<file path="src/rtl/spd_pkg.sv">
package spd_pkg;

    localparam int unsigned SPD_SYNC_STAGES = 2;
    localparam int unsigned SPD_CNT_W       = 7;
    localparam int unsigned SPD_THRESH      = 32;
    localparam int unsigned SPD_CH_W        = 3;

    // Synchronised view of the status line.
    typedef struct packed {
        logic low;   // synchronised status is low
        logic fall;  // first cycle of a synchronised low
    } stat_evt_t;

    // Detector result.
    typedef struct packed {
        logic active;  // marker recognised and status still low
        logic strobe;  // single-cycle recognition pulse
    } det_t;

    function automatic logic edge_fall(input logic now_low, input logic was_low);
        return now_low & ~was_low;
    endfunction

endpackage

</file>
<file path="src/rtl/spd_sync.sv">
module spd_sync
    import spd_pkg::*;
#(
    parameter int unsigned STAGES = SPD_SYNC_STAGES
) (
    input  logic      clk,
    input  logic      rst,
    input  logic      stat_n,
    output stat_evt_t evt
);

    logic [STAGES-1:0] chain_q;
    logic              was_low_q;

    generate
        for (genvar g = 0; g < STAGES; g++) begin : g_stage
            if (g == 0) begin : g_first
                always_ff @(posedge clk) begin
                    if (rst) chain_q[0] <= 1'b1;
                    else     chain_q[0] <= stat_n;
                end
            end else begin : g_next
                always_ff @(posedge clk) begin
                    if (rst) chain_q[g] <= 1'b1;
                    else     chain_q[g] <= chain_q[g-1];
                end
            end
        end
    endgenerate

    always_ff @(posedge clk) begin
        if (rst) was_low_q <= 1'b0;
        else     was_low_q <= ~chain_q[STAGES-1];
    end

    always_comb begin
        evt.low  = ~chain_q[STAGES-1];
        evt.fall = edge_fall(~chain_q[STAGES-1], was_low_q);
    end

endmodule

</file>
<file path="src/rtl/spd_width.sv">
module spd_width
    import spd_pkg::*;
#(
    parameter int unsigned CNT_W  = SPD_CNT_W,
    parameter int unsigned THRESH = SPD_THRESH
) (
    input  logic      clk,
    input  logic      rst,
    input  stat_evt_t evt,
    output det_t      det
);

    localparam logic [CNT_W-1:0] CNT_MAX = {CNT_W{1'b1}};
    localparam logic [CNT_W-1:0] HIT_AT  = CNT_W'(THRESH - 1);

    logic [CNT_W-1:0] cnt_q;
    logic             active_q;
    logic             strobe_q;
    logic             hit;

    assign hit = evt.low && (cnt_q == HIT_AT);

    always_ff @(posedge clk) begin
        if (rst) begin
            cnt_q    <= '0;
            active_q <= 1'b0;
            strobe_q <= 1'b0;
        end else begin
            if (!evt.low)              cnt_q <= '0;
            else if (cnt_q != CNT_MAX) cnt_q <= cnt_q + CNT_W'(1);
            strobe_q <= hit;
            if (!evt.low)  active_q <= 1'b0;
            else if (hit)  active_q <= 1'b1;
        end
    end

    always_comb begin
        det.active = active_q;
        det.strobe = strobe_q;
    end

    AST_IRQ_SINGLE: assert property (@(posedge clk) disable iff (rst)
        strobe_q |=> !strobe_q);
    AST_IRQ_WITH_FLAG: assert property (@(posedge clk) disable iff (rst)
        strobe_q |-> active_q);
    AST_FLAG_CLEARS: assert property (@(posedge clk) disable iff (rst)
        !evt.low |=> !active_q);
    AST_CNT_SATURATES: assert property (@(posedge clk) disable iff (rst)
        (evt.low && cnt_q == CNT_MAX) |=> (cnt_q == CNT_MAX));

endmodule

</file>
<file path="src/rtl/spd_tracker.sv">
module spd_tracker
    import spd_pkg::*;
#(
    parameter int unsigned CH_W = SPD_CH_W
) (
    input  logic            clk,
    input  logic            rst,
    input  logic            fall,
    input  logic            load,
    output logic [CH_W-1:0] chan,
    output logic            valid
);

    logic [CH_W-1:0] chan_q;
    logic            valid_q;

    always_ff @(posedge clk) begin
        if (rst) begin
            chan_q  <= '0;
            valid_q <= 1'b0;
        end else if (load) begin
            chan_q  <= '0;
            valid_q <= 1'b1;
        end else if (fall && valid_q) begin
            chan_q  <= chan_q - CH_W'(1);
        end
    end

    assign chan  = chan_q;
    assign valid = valid_q;

    AST_LOAD_ZERO: assert property (@(posedge clk) disable iff (rst)
        load |=> (chan_q == '0 && valid_q));
    AST_INVALID_HOLDS_ZERO: assert property (@(posedge clk) disable iff (rst)
        !valid_q |-> (chan_q == '0));

endmodule

</file>
<file path="src/rtl/stat_chan_detect.sv">
module stat_chan_detect
    import spd_pkg::*;
#(
    parameter int unsigned SYNC_STAGES = SPD_SYNC_STAGES,
    parameter int unsigned CNT_W       = SPD_CNT_W,
    parameter int unsigned THRESH      = SPD_THRESH,
    parameter int unsigned CH_W        = SPD_CH_W
) (
    input  logic            clk,
    input  logic            rst,
    input  logic            stat_n,
    output logic            ch0_active,
    output logic            ch0_irq,
    output logic [CH_W-1:0] chan_idx,
    output logic            chan_valid
);

    stat_evt_t evt;
    det_t      det;

    spd_sync #(.STAGES(SYNC_STAGES)) u_sync (
        .clk    (clk),
        .rst    (rst),
        .stat_n (stat_n),
        .evt    (evt)
    );

    spd_width #(.CNT_W(CNT_W), .THRESH(THRESH)) u_width (
        .clk (clk),
        .rst (rst),
        .evt (evt),
        .det (det)
    );

    spd_tracker #(.CH_W(CH_W)) u_track (
        .clk   (clk),
        .rst   (rst),
        .fall  (evt.fall),
        .load  (det.strobe),
        .chan  (chan_idx),
        .valid (chan_valid)
    );

    assign ch0_active = det.active;
    assign ch0_irq    = det.strobe;

endmodule

</file>
<file path="config.mk">
export PLATFORM = sky130hd
export DESIGN_NAME = stat_chan_detect
export DESIGN_NICKNAME = d
export VERILOG_FILES = /design/src/rtl/spd_pkg.sv /design/src/rtl/spd_sync.sv /design/src/rtl/spd_width.sv /design/src/rtl/spd_tracker.sv /design/src/rtl/stat_chan_detect.sv
export SDC_FILE = /design/constraint.sdc
export NUM_CORES = 1
export LEC_CHECK = 0
export BUFFER_PORTS_ARGS = -buffer_cell sky130_fd_sc_hd__buf_2
export CORE_AREA = 2 2 39 41
export CTS_BUF_LIST = sky130_fd_sc_hd__clkbuf_8
export CTS_CLUSTER_DIAMETER = 150
export CTS_CLUSTER_SIZE = 40
export DETAILED_ROUTE_END_ITERATION = 10
export DIE_AREA = 0 0 41 43
export PLACE_DENSITY = 0.69
export SETUP_SLACK_MARGIN = 0.05
export SYNTH_ARGS = -nofsm -noshare
export SYNTH_HDL_FRONTEND = slang
export SYNTH_SLANG_ARGS = --single-unit
</file>
<file path="constraint.sdc">
create_clock -name clk -period 1.2 [get_ports clk]
set_clock_uncertainty 0.1 [all_clocks]
set_input_delay 0.06 -clock clk [delete_from_list [all_inputs] [get_ports clk]]
set_output_delay 0.06 -clock clk [all_outputs]
set_load 0.05 [all_outputs]
</file>
# ---- Yosys cells after proc, flatten, opt, wreduce, memory -nomap -nowiden
# Index checks and enable logic that the tools add are counted.
dict set report word_totals {
  register_bits 16
  latchBits 0
  mem_bits_rw 0
  rom_bits 0
  in_bits 3
  out_inout_bits 6
  word_cells 19
  n_memories 0
}
dict set report op_classes {
  n_addsub 2
  multipliers 0
  div_mod_pow 0
  magnitude_cmp 0
  n_eq_ne 2
  shift 0
  n_mux 0
  bitwise 3
  n_reduce_logical 4
}
# op n
set op_table {}
lappend op_table {{$add A7 B1 Y7 const B} 1}
lappend op_table {{$eq A7 B5 Y1 const B} 1}
lappend op_table {{$ne A7 B7 Y1 const B} 1}
lappend op_table {{$reduce_or A2 Y1} 2}
lappend op_table {{$sub A3 B1 Y3 const B} 1}
lappend op_table {{$logic_and A1 B1 Y1} 2}
lappend op_table {{$not A1 Y1} 2}
lappend op_table {{$and A1 B1 Y1} 1}

# ---- Longest topological paths before layout
# Gate-level depths: netlist (run 1).
dict set report depth {
  word_depth 3
  depth_mapped 5
  depth_no_buf 5
}

# ---- Cells and area by module
# A second synthesis (run 1) with hierarchy kept.
dict set report hier_totals {
  hier_cells 70
  area_unflattened_um2 664.4
}
# mod instances cells_each area_per_inst_um2 seq_area_each_um2
set by_module_without_submodules {}
lappend by_module_without_submodules {spd_width 1 43 401.6 180.2}
lappend by_module_without_submodules {spd_tracker 1 19 178.9 80.1}
lappend by_module_without_submodules {spd_sync 1 8 83.8 60.1}

# ---- Least setup slack after synthesis (run 1)
# No wires, ideal clock.
dict set report synth_timing {
  kind {reg-to-reg}
  from {register u_track.valid_q, in the netlist u_track.valid}
  to {register u_track.chan_q[1], in the netlist u_track.chan[1]}
  setup_ns 0.103
  arrival_ns 1.340
  required_time_ns 0.997
  path_slack_ns -0.343
  path_stages_with_launch 4
  n_path_buf 0
  period_less_slack_ns 1.543
  cell_sequence {dfxtp_1 -> nor3b_4 -> nor2_1 -> a2111oi_2}
}
dict set report synth_between {
  elab_chain_cells 1
}
# item line_no
set synth_lines {}
lappend synth_lines {{from (decl)} spd_tracker.sv:15} ;# logic valid_q;
lappend synth_lines {{from (signal assigned)} spd_tracker.sv:20} ;# valid_q <= 1'b0;
lappend synth_lines {{from (signal assigned)} spd_tracker.sv:23} ;# valid_q <= 1'b1;
lappend synth_lines {{$logic_and A1 B1 Y1} spd_tracker.sv:24} ;# end else if (fall && valid_q) begin
lappend synth_lines {{to (signal assigned)} spd_tracker.sv:25} ;# chan_q <= chan_q - CH_W'(1);
lappend synth_lines {{to (decl)} spd_tracker.sv:14} ;# logic [CH_W-1:0] chan_q;
# Every way passes these cells.
# A chain may end at the register's enable or synchronous reset.

# ---- Worst setup path after layout (run 1)
dict set report layout_timing {
  from {register u_width.cnt_q[0]}
  to {register u_width.cnt_q[5]}
}
dict set report layout_between {
  elab_chain_cells 1
  word_cells_on_any_way 2
  classes_between {1 x add/sub; 1 x eq/ne}
}
# item line_no
set layout_lines {}
lappend layout_lines {{from (decl)} spd_width.sv:16} ;# logic [CNT_W-1:0] cnt_q;
lappend layout_lines {{from (signal assigned)} spd_width.sv:30} ;# else if (cnt_q != CNT_MAX) cnt_q <= cnt_q + CNT_W'(1);
lappend layout_lines {{$add A7 B1 Y7 or $ne A7 B7 Y1 (tied branches)} spd_width.sv:30}
# Parallel ways exist; a longest one is shown, timed or not.

==> results of run 1 <==
[power by group]
group          switching (mW)  internal [mW]  total (mW)
clock network           0.186          0.291       0.477
registers             0.00388          0.528       0.532
logic                  0.0118         0.0150      0.0267
total                   0.201          0.834        1.04
[routing by layer]
metal / vias up / part of all wire (%) / track usage (%)
li1: 274 / - / -
met5: - / 0 / 0
met2: 7 / 50 / 27.2
met1: 240 / 44 / 26.2
met3: 5 / 2.8 / 4.71
met4: 0 / 3.2 / 14.0
[state kept, by name, indices dropped and copies added, names as in the netlist]
| register | flops |
|---|---|
| u_sync.chain_q | 2 |
| u_sync.was_low_q | 1 |
| u_track.chan | 3 |
| u_track.valid | 1 |
| u_width.active_q | 1 |
| u_width.cnt_q | 7 |
| u_width.strobe_q | 1 |
[layout make-up]
| class | instances | area (um2) | share of cell area, % |
|---|---|---|---|
| Sequential cell | 16 | 340 | 35.9 |
| Clock buffer | 4 | 55.1 | 5.80 |
| Inverter | 3 | 21.3 | 2.24 |
| Multi-Input combinational cell | 41 | 373 | 39.3 |
| Tap cell | 16 | 20.0 | 2.11 |
| Timing Repair Buffer | 20 | 139 | 14.6 |
[worst register-to-register path, delay by kind of cell, from the launching register on]
kind | cells | cell delay [ns]
flops | 1 | 0.36
simple gates | 2 | 0.37
fa+ha+maj | 1 | 0.14
compound gates | 1 | 0.19
[logic make-up after synthesis]
logic type	after synthesis	synth area share, %
simple gates	23	24.2
flops	16	49.5
compound gates	14	15.5
buf+inv	4	4.26
xor+xnor	2	2.71
fa+ha+maj	2	3.87
[metrics by stage]
stage,util (%),hold slack (ns),instances
floorplan,-,0.0227,61
global placement,54.5,0.146,88
detailed placement,54.5,0.146,88
CTS,65.1,0.0202,99
global route,68.5,0.0314,100
finish,68.5,0.0185,100
[cell usage in the layout, fill, tap and decap left out, types with 2 or more instances in the layout]
cell      count
buf_4        11
dfxtp_1       8
buf_2         7
nor2_1        6
clkbuf_8      4
dfxtp_2       4
dfxtp_4       4
o21ai_1       3
a31oi_1       3
inv_4         2
or2_2         2
nor3_1        2
and3_1        2
nand2_1       2
nor3_2        2
ha_4          2
[repair_timing]
item,CTS,global route
buffers inserted,6,1
endpoints found under the hold margin,1,0
endpoints found under the setup margin,7,12
pin swaps,6,8
gates resized for setup,6,10
hold buffers,1,0
[how the worst max path moves through the flow]
stage	end	depth (start not counted)
floorplan	u_track.chan[1]$_SDFFE_PP0P_	3
global placement	u_width.cnt_q[5]$_SDFFE_PP0P_	4
detailed placement	u_width.cnt_q[3]$_SDFFE_PP0P_	4
CTS	u_width.cnt_q[5]$_SDFFE_PP0P_	4
global route	u_width.cnt_q[1]$_SDFFE_PP0P_	4
finish	u_width.cnt_q[5]$_SDFFE_PP0P_	4
==> flow_metrics.env, run 1 <==
export IMPL_status="finished with violations"
export IMPL_failed_checks="setup timing"
export IMPL_finalWeightedCongestion=0.754
export IMPL_dp_hpwl_um=818
export IMPL_clkLatencyLatePin_ns=0.25
export IMPL_finalSetupTns_ns=-0.0418
export IMPL_rows=14
export IMPL_clkTransAtPathRegs_ns=0.06
export IMPL_fmax_mhz=809
export IMPL_drv_cap=0
export IMPL_ys_top_cells_by_area="dfxtp_1 (50%), a31oi_1 (3.9%), ha_1 (3.9%)"
export IMPL_core_mm2=0.00138
export IMPL_synth_edff_count=0
export IMPL_cts_sinks=16
export IMPL_ys_seq_elements=16
export IMPL_ys_warn_count=0
export IMPL_cts_buffer_depth=2
export IMPL_p_per_area_mw_per_mm2=1090
export IMPL_pre_cts_slack_ns=-0.0283
export IMPL_initial_utilization_pct=46.7
export IMPL_hold_viol=0
export IMPL_syn_area_per_cell_um2=10.6
export IMPL_clk_root_buffer_cell="clkbuf_8"
export IMPL_h_tree_depth=1
export IMPL_n_antenna_cell=0
export IMPL_numCtsBuffers=3
export IMPL_peakVddDrop_mv=0.697
export IMPL_grt_overflow_total=0
export IMPL_antenna_left=0
export IMPL_final_nets=90
export IMPL_grt_max_degree=10
export IMPL_min_period_ns=1.24
export IMPL_area_delta_synth_final_pct=46.6
export IMPL_antenna_found_initial=0
export IMPL_yosys_top_cells_count="dfxtp_1 (16), nor2_1 (6), a31oi_1 (4), nor3_1 (4), o21ai_1 (3)"
export IMPL_dr_first_iter_drc_count=7
export IMPL_netlist_instances=61
export IMPL_hp_class="input port to register"
export IMPL_port_buffers=8
export IMPL_grt_pass1_vias=530
export IMPL_drtPass1Iterations=4
export IMPL_placed_cell_area_um2=754
export IMPL_critPathKind="register to register"
export IMPL_fillers=114
export IMPL_worstRegToRegCells=4
export IMPL_regToRegSetupSlack_ns=-0.04
export IMPL_cp_required_ns=1.28
export IMPL_worstMarginPinSlew_ns=0.241
export IMPL_r2r_end="u_width.cnt_q[5]$_SDFFE_PP0P_"
export IMPL_ios=9
export IMPL_die_h_um=43
export IMPL_worst_path_buf_inv=0
export IMPL_whs_endpoint="u_track.chan[0]$_SDFFE_PP0P_"
export IMPL_setup_violations=2
export IMPL_cp_end_kind="register"
export IMPL_die_area_mm2=0.00176
export IMPL_fin_area_um2=948
export IMPL_synth_area_leader_cell="dfxtp_1"
export IMPL_hold_start="rst"
export IMPL_num_vias=526
export IMPL_fin_crit_sh_pct=103
export IMPL_hold_depth=3
export IMPL_wl_mm=1.31
export IMPL_synthArstFlopShare_pct=0
export IMPL_synthesis_nets=66
export IMPL_ys_types=26
export IMPL_fp_dieW_um=41
export IMPL_r2r_start="u_width.cnt_q[0]$_SDFFE_PP0P_"
export IMPL_synth_top_area_share_pct=49.5
export IMPL_path_cells="ha_4, and4_4, nand3_4, a211oi_2"
export IMPL_p_leak_nw=0.351
export IMPL_critical_path_max_stage_delay_ns=0.36
export IMPL_crit_slowest_cell="dfxtp_4"
export IMPL_arrival_ns=1.31
export IMPL_ys_seq_area_share_pct=49.5
export IMPL_drive_gt1_share_pct=57.1
export IMPL_grt_pass1_wl_mm=2.31
export IMPL_grt_setup_unrepaired="yes"
export IMPL_synth_most_common_cell="dfxtp_1"
export IMPL_cpLargestDelayFamily="simple AND/OR/NAND/NOR gates"
export IMPL_avgRoutedWirePerCell_um=13.1
export IMPL_routed_via_density=5.26
export IMPL_ys_flop_type="dfxtp_1"
export IMPL_slew_headroom_pct=83.9
export IMPL_syn_area_um2=647
export IMPL_start_kind="register"
export IMPL_cts_tree="built"
export IMPL_track_usage_pct=19.9
export IMPL_startpoint="u_width.cnt_q[0]$_SDFFE_PP0P_"
export IMPL_p_total_mw=1.04
export IMPL_fin_ws_ns=-0.0364
export IMPL_cp_max_fo=4
export IMPL_route_detailed_drc=0
export IMPL_slew_viol_final=0
Note: power is estimated with default switching activity, not from simulation.
==> run 2: changes to the inputs <==
- BUFFER_PORTS_ARGS: -buffer_cell sky130_fd_sc_hd__buf_2 -> -buffer_cell sky130_fd_sc_hd__clkbuf_2
==> run 2 against run 1 <==
The run now ends clean. Critical path depth stayed put. First-iteration DRC count decreased by 29%. Combinational power down 6%. Cell count increased by 1.0%. Critical endpoint unchanged.
==> flow_metrics.env, run 2 (synthesis gave the netlist of run 1 again) <==
export IMPL_hp_class="input port to register"
export IMPL_route_detailed_drc=0
export IMPL_drive_gt1_share_pct=56.5
export IMPL_track_usage_pct=18.2
export IMPL_clkTransAtPathRegs_ns=0.06
export IMPL_h_tree_depth=1
export IMPL_p_per_area_mw_per_mm2=1110
export IMPL_crit_cells=4
export IMPL_final_nets=91
export IMPL_numCtsBuffers=3
export IMPL_cts_buffer_depth=2
export IMPL_drtPass1Iterations=3
export IMPL_utilization_pct=67.6
export IMPL_dr_first_iter_drc_count=5
export IMPL_dp_hpwl_um=807
export IMPL_p_leak_nw=0.353
export IMPL_grt_pass1_vias=487
export IMPL_clk_root_buffer_cell="clkbuf_8"
export IMPL_final_cell_mix="buf_4 (13), dfxtp_1 (9), clkbuf_2 (7)"
export IMPL_num_vias=529
export IMPL_critical_path_max_stage_delay_ns=0.36
export IMPL_avgRoutedWirePerCell_um=12.5
export IMPL_wl_mm=1.27
export IMPL_fin_crit_sh_pct=99.4
export IMPL_final_common_cell="buf_4"
export IMPL_die_area_mm2=0.00176
export IMPL_ios=9
export IMPL_clkLatencyLatePin_ns=0.25
export IMPL_startpoint="u_width.cnt_q[1]$_SDFFE_PP0P_"
export IMPL_setup_worst_path_end="u_width.cnt_q[5]$_SDFFE_PP0P_"
export IMPL_largest_reg_flops=7
export IMPL_worstRegToRegCells=4
export IMPL_worst_path_buf_inv=0
export IMPL_start_kind="register"
export IMPL_top_register="u_width.cnt_q"
export IMPL_critPathKind="register to register"
export IMPL_cp_end_kind="register"
export IMPL_grt_setup_unrepaired="yes"
export IMPL_worstMarginPinSlew_ns=0.278
export IMPL_finalWeightedCongestion=0.749
export IMPL_slew_viol_final=0
export IMPL_setup_violations=0
export IMPL_die_h_um=43
export IMPL_seq_area_um2=339
export IMPL_grt_overflow_total=0
export IMPL_grt_max_degree=10
export IMPL_cts_sinks=16
export IMPL_core_mm2=0.00138
export IMPL_status="finished clean"
export IMPL_drv_cap=0
export IMPL_regToRegSetupSlack_ns=0.007
export IMPL_routed_via_density=5.24
export IMPL_r2r_start="u_width.cnt_q[1]$_SDFFE_PP0P_"
export IMPL_fp_dieW_um=41
export IMPL_crit_slowest_cell="dfxtp_2"
export IMPL_multiInputGateArea_um2=358
export IMPL_n_antenna_cell=0
export IMPL_cpLargestDelayFamily="flip-flops"
export IMPL_hold_viol=0
export IMPL_fin_area_um2=936
export IMPL_initial_utilization_pct=46.7
export IMPL_slew_headroom_pct=81.5
export IMPL_p_total_mw=1.03
export IMPL_rows=14
export IMPL_area_delta_synth_final_pct=44.7
export IMPL_r2r_end="u_width.cnt_q[5]$_SDFFE_PP0P_"
export IMPL_cts_tree="built"
export IMPL_antenna_found_initial=0
export IMPL_peakVddDrop_mv=0.915
export IMPL_cp_max_fo=4
export IMPL_path_cells="ha_4, and4_4, nand3_4, a211oi_2"
export IMPL_fmax_mhz=838
export IMPL_min_period_ns=1.19
export IMPL_antenna_left=0
export IMPL_fillers=118
export IMPL_grt_pass1_wl_mm=2.08
export IMPL_cp_required_ns=1.28
export IMPL_placed_cell_area_um2=754
export IMPL_arrival_ns=1.27
export IMPL_port_buffers=8
==> run 2: worst min-delay path by stage <==
stage | cells after the start | slack, ns | from | endpoint
after floorplan | 1 | 0.02 | rst | u_track.valid$_SDFFE_PP0P_
after global placement | 2 | 0.15 | stat_n | u_sync.chain_q[0]$_SDFF_PP1_
after detailed placement | 2 | 0.15 | stat_n | u_sync.chain_q[0]$_SDFF_PP1_
after CTS | 3 | 0.03 | rst | u_track.chan[1]$_SDFFE_PP0P_
after global routing | 3 | 0.04 | rst | u_track.chan[0]$_SDFFE_PP0P_
final | 3 | 0.02 | rst | u_track.chan[0]$_SDFFE_PP0P_
==> run 2: power breakdown <==
group | internal [mW] | switching (mW) | leakage, nW
sequential | 0.528 | 0.00408 | 0.133
combinational | 0.0144 | 0.0108 | 0.191
clock | 0.291 | 0.186 | 0.0288
total | 0.834 | 0.201 | 0.353
==> run 2: repair_timing <==
item                                    4_1_cts  5_1_grt
endpoints found under the setup margin        8       12
gates resized for setup                       6        9
buffers inserted                              5        3
pin swaps                                     6        8
hold endpoints to repair                      1        0
hold buffers                                  1        0
==> run 2: cell type report <==
class	instances	share of cell area, %
repair buffers	21	15.2
multi-input cells	41	38.2
inverters	3	2.27
well taps	16	2.14
clock buffers	4	5.88
flip-flops and latches	16	36.2
==> run 2: metrics by stage <==
stage | setup TNS [ns] | std cells | hold slack [ns] | worst slack [ns]
after global routing | -0.236 | 101 | 0.0366 | -0.0620
after detailed placement | -0.0150 | 88 | 0.147 | -0.00921
final | 0 | 101 | 0.0224 | 0.00684
after CTS | -0.00362 | 98 | 0.0251 | -0.00362
after global placement | 0 | 88 | 0.147 | 0.0154
after floorplan | -0.107 | 61 | 0.0227 | -0.0603
==> run 2: worst register-to-register path, cell delays in order, from the launching register on <==
cell and delay, ns:
dfxtp_2 0.36, ha_4 0.15, and4_4 0.24, nand3_4 0.10, a211oi_2 0.18
==> run 2: layer usage <==
metal	global-route usage [%]	wire, um	vias to the layer above
met1	24.4	568	243
met4	14.0	42	0
met5	0	0	-
met3	4.71	36	5
li1	-	-	272
met2	23.8	618	9
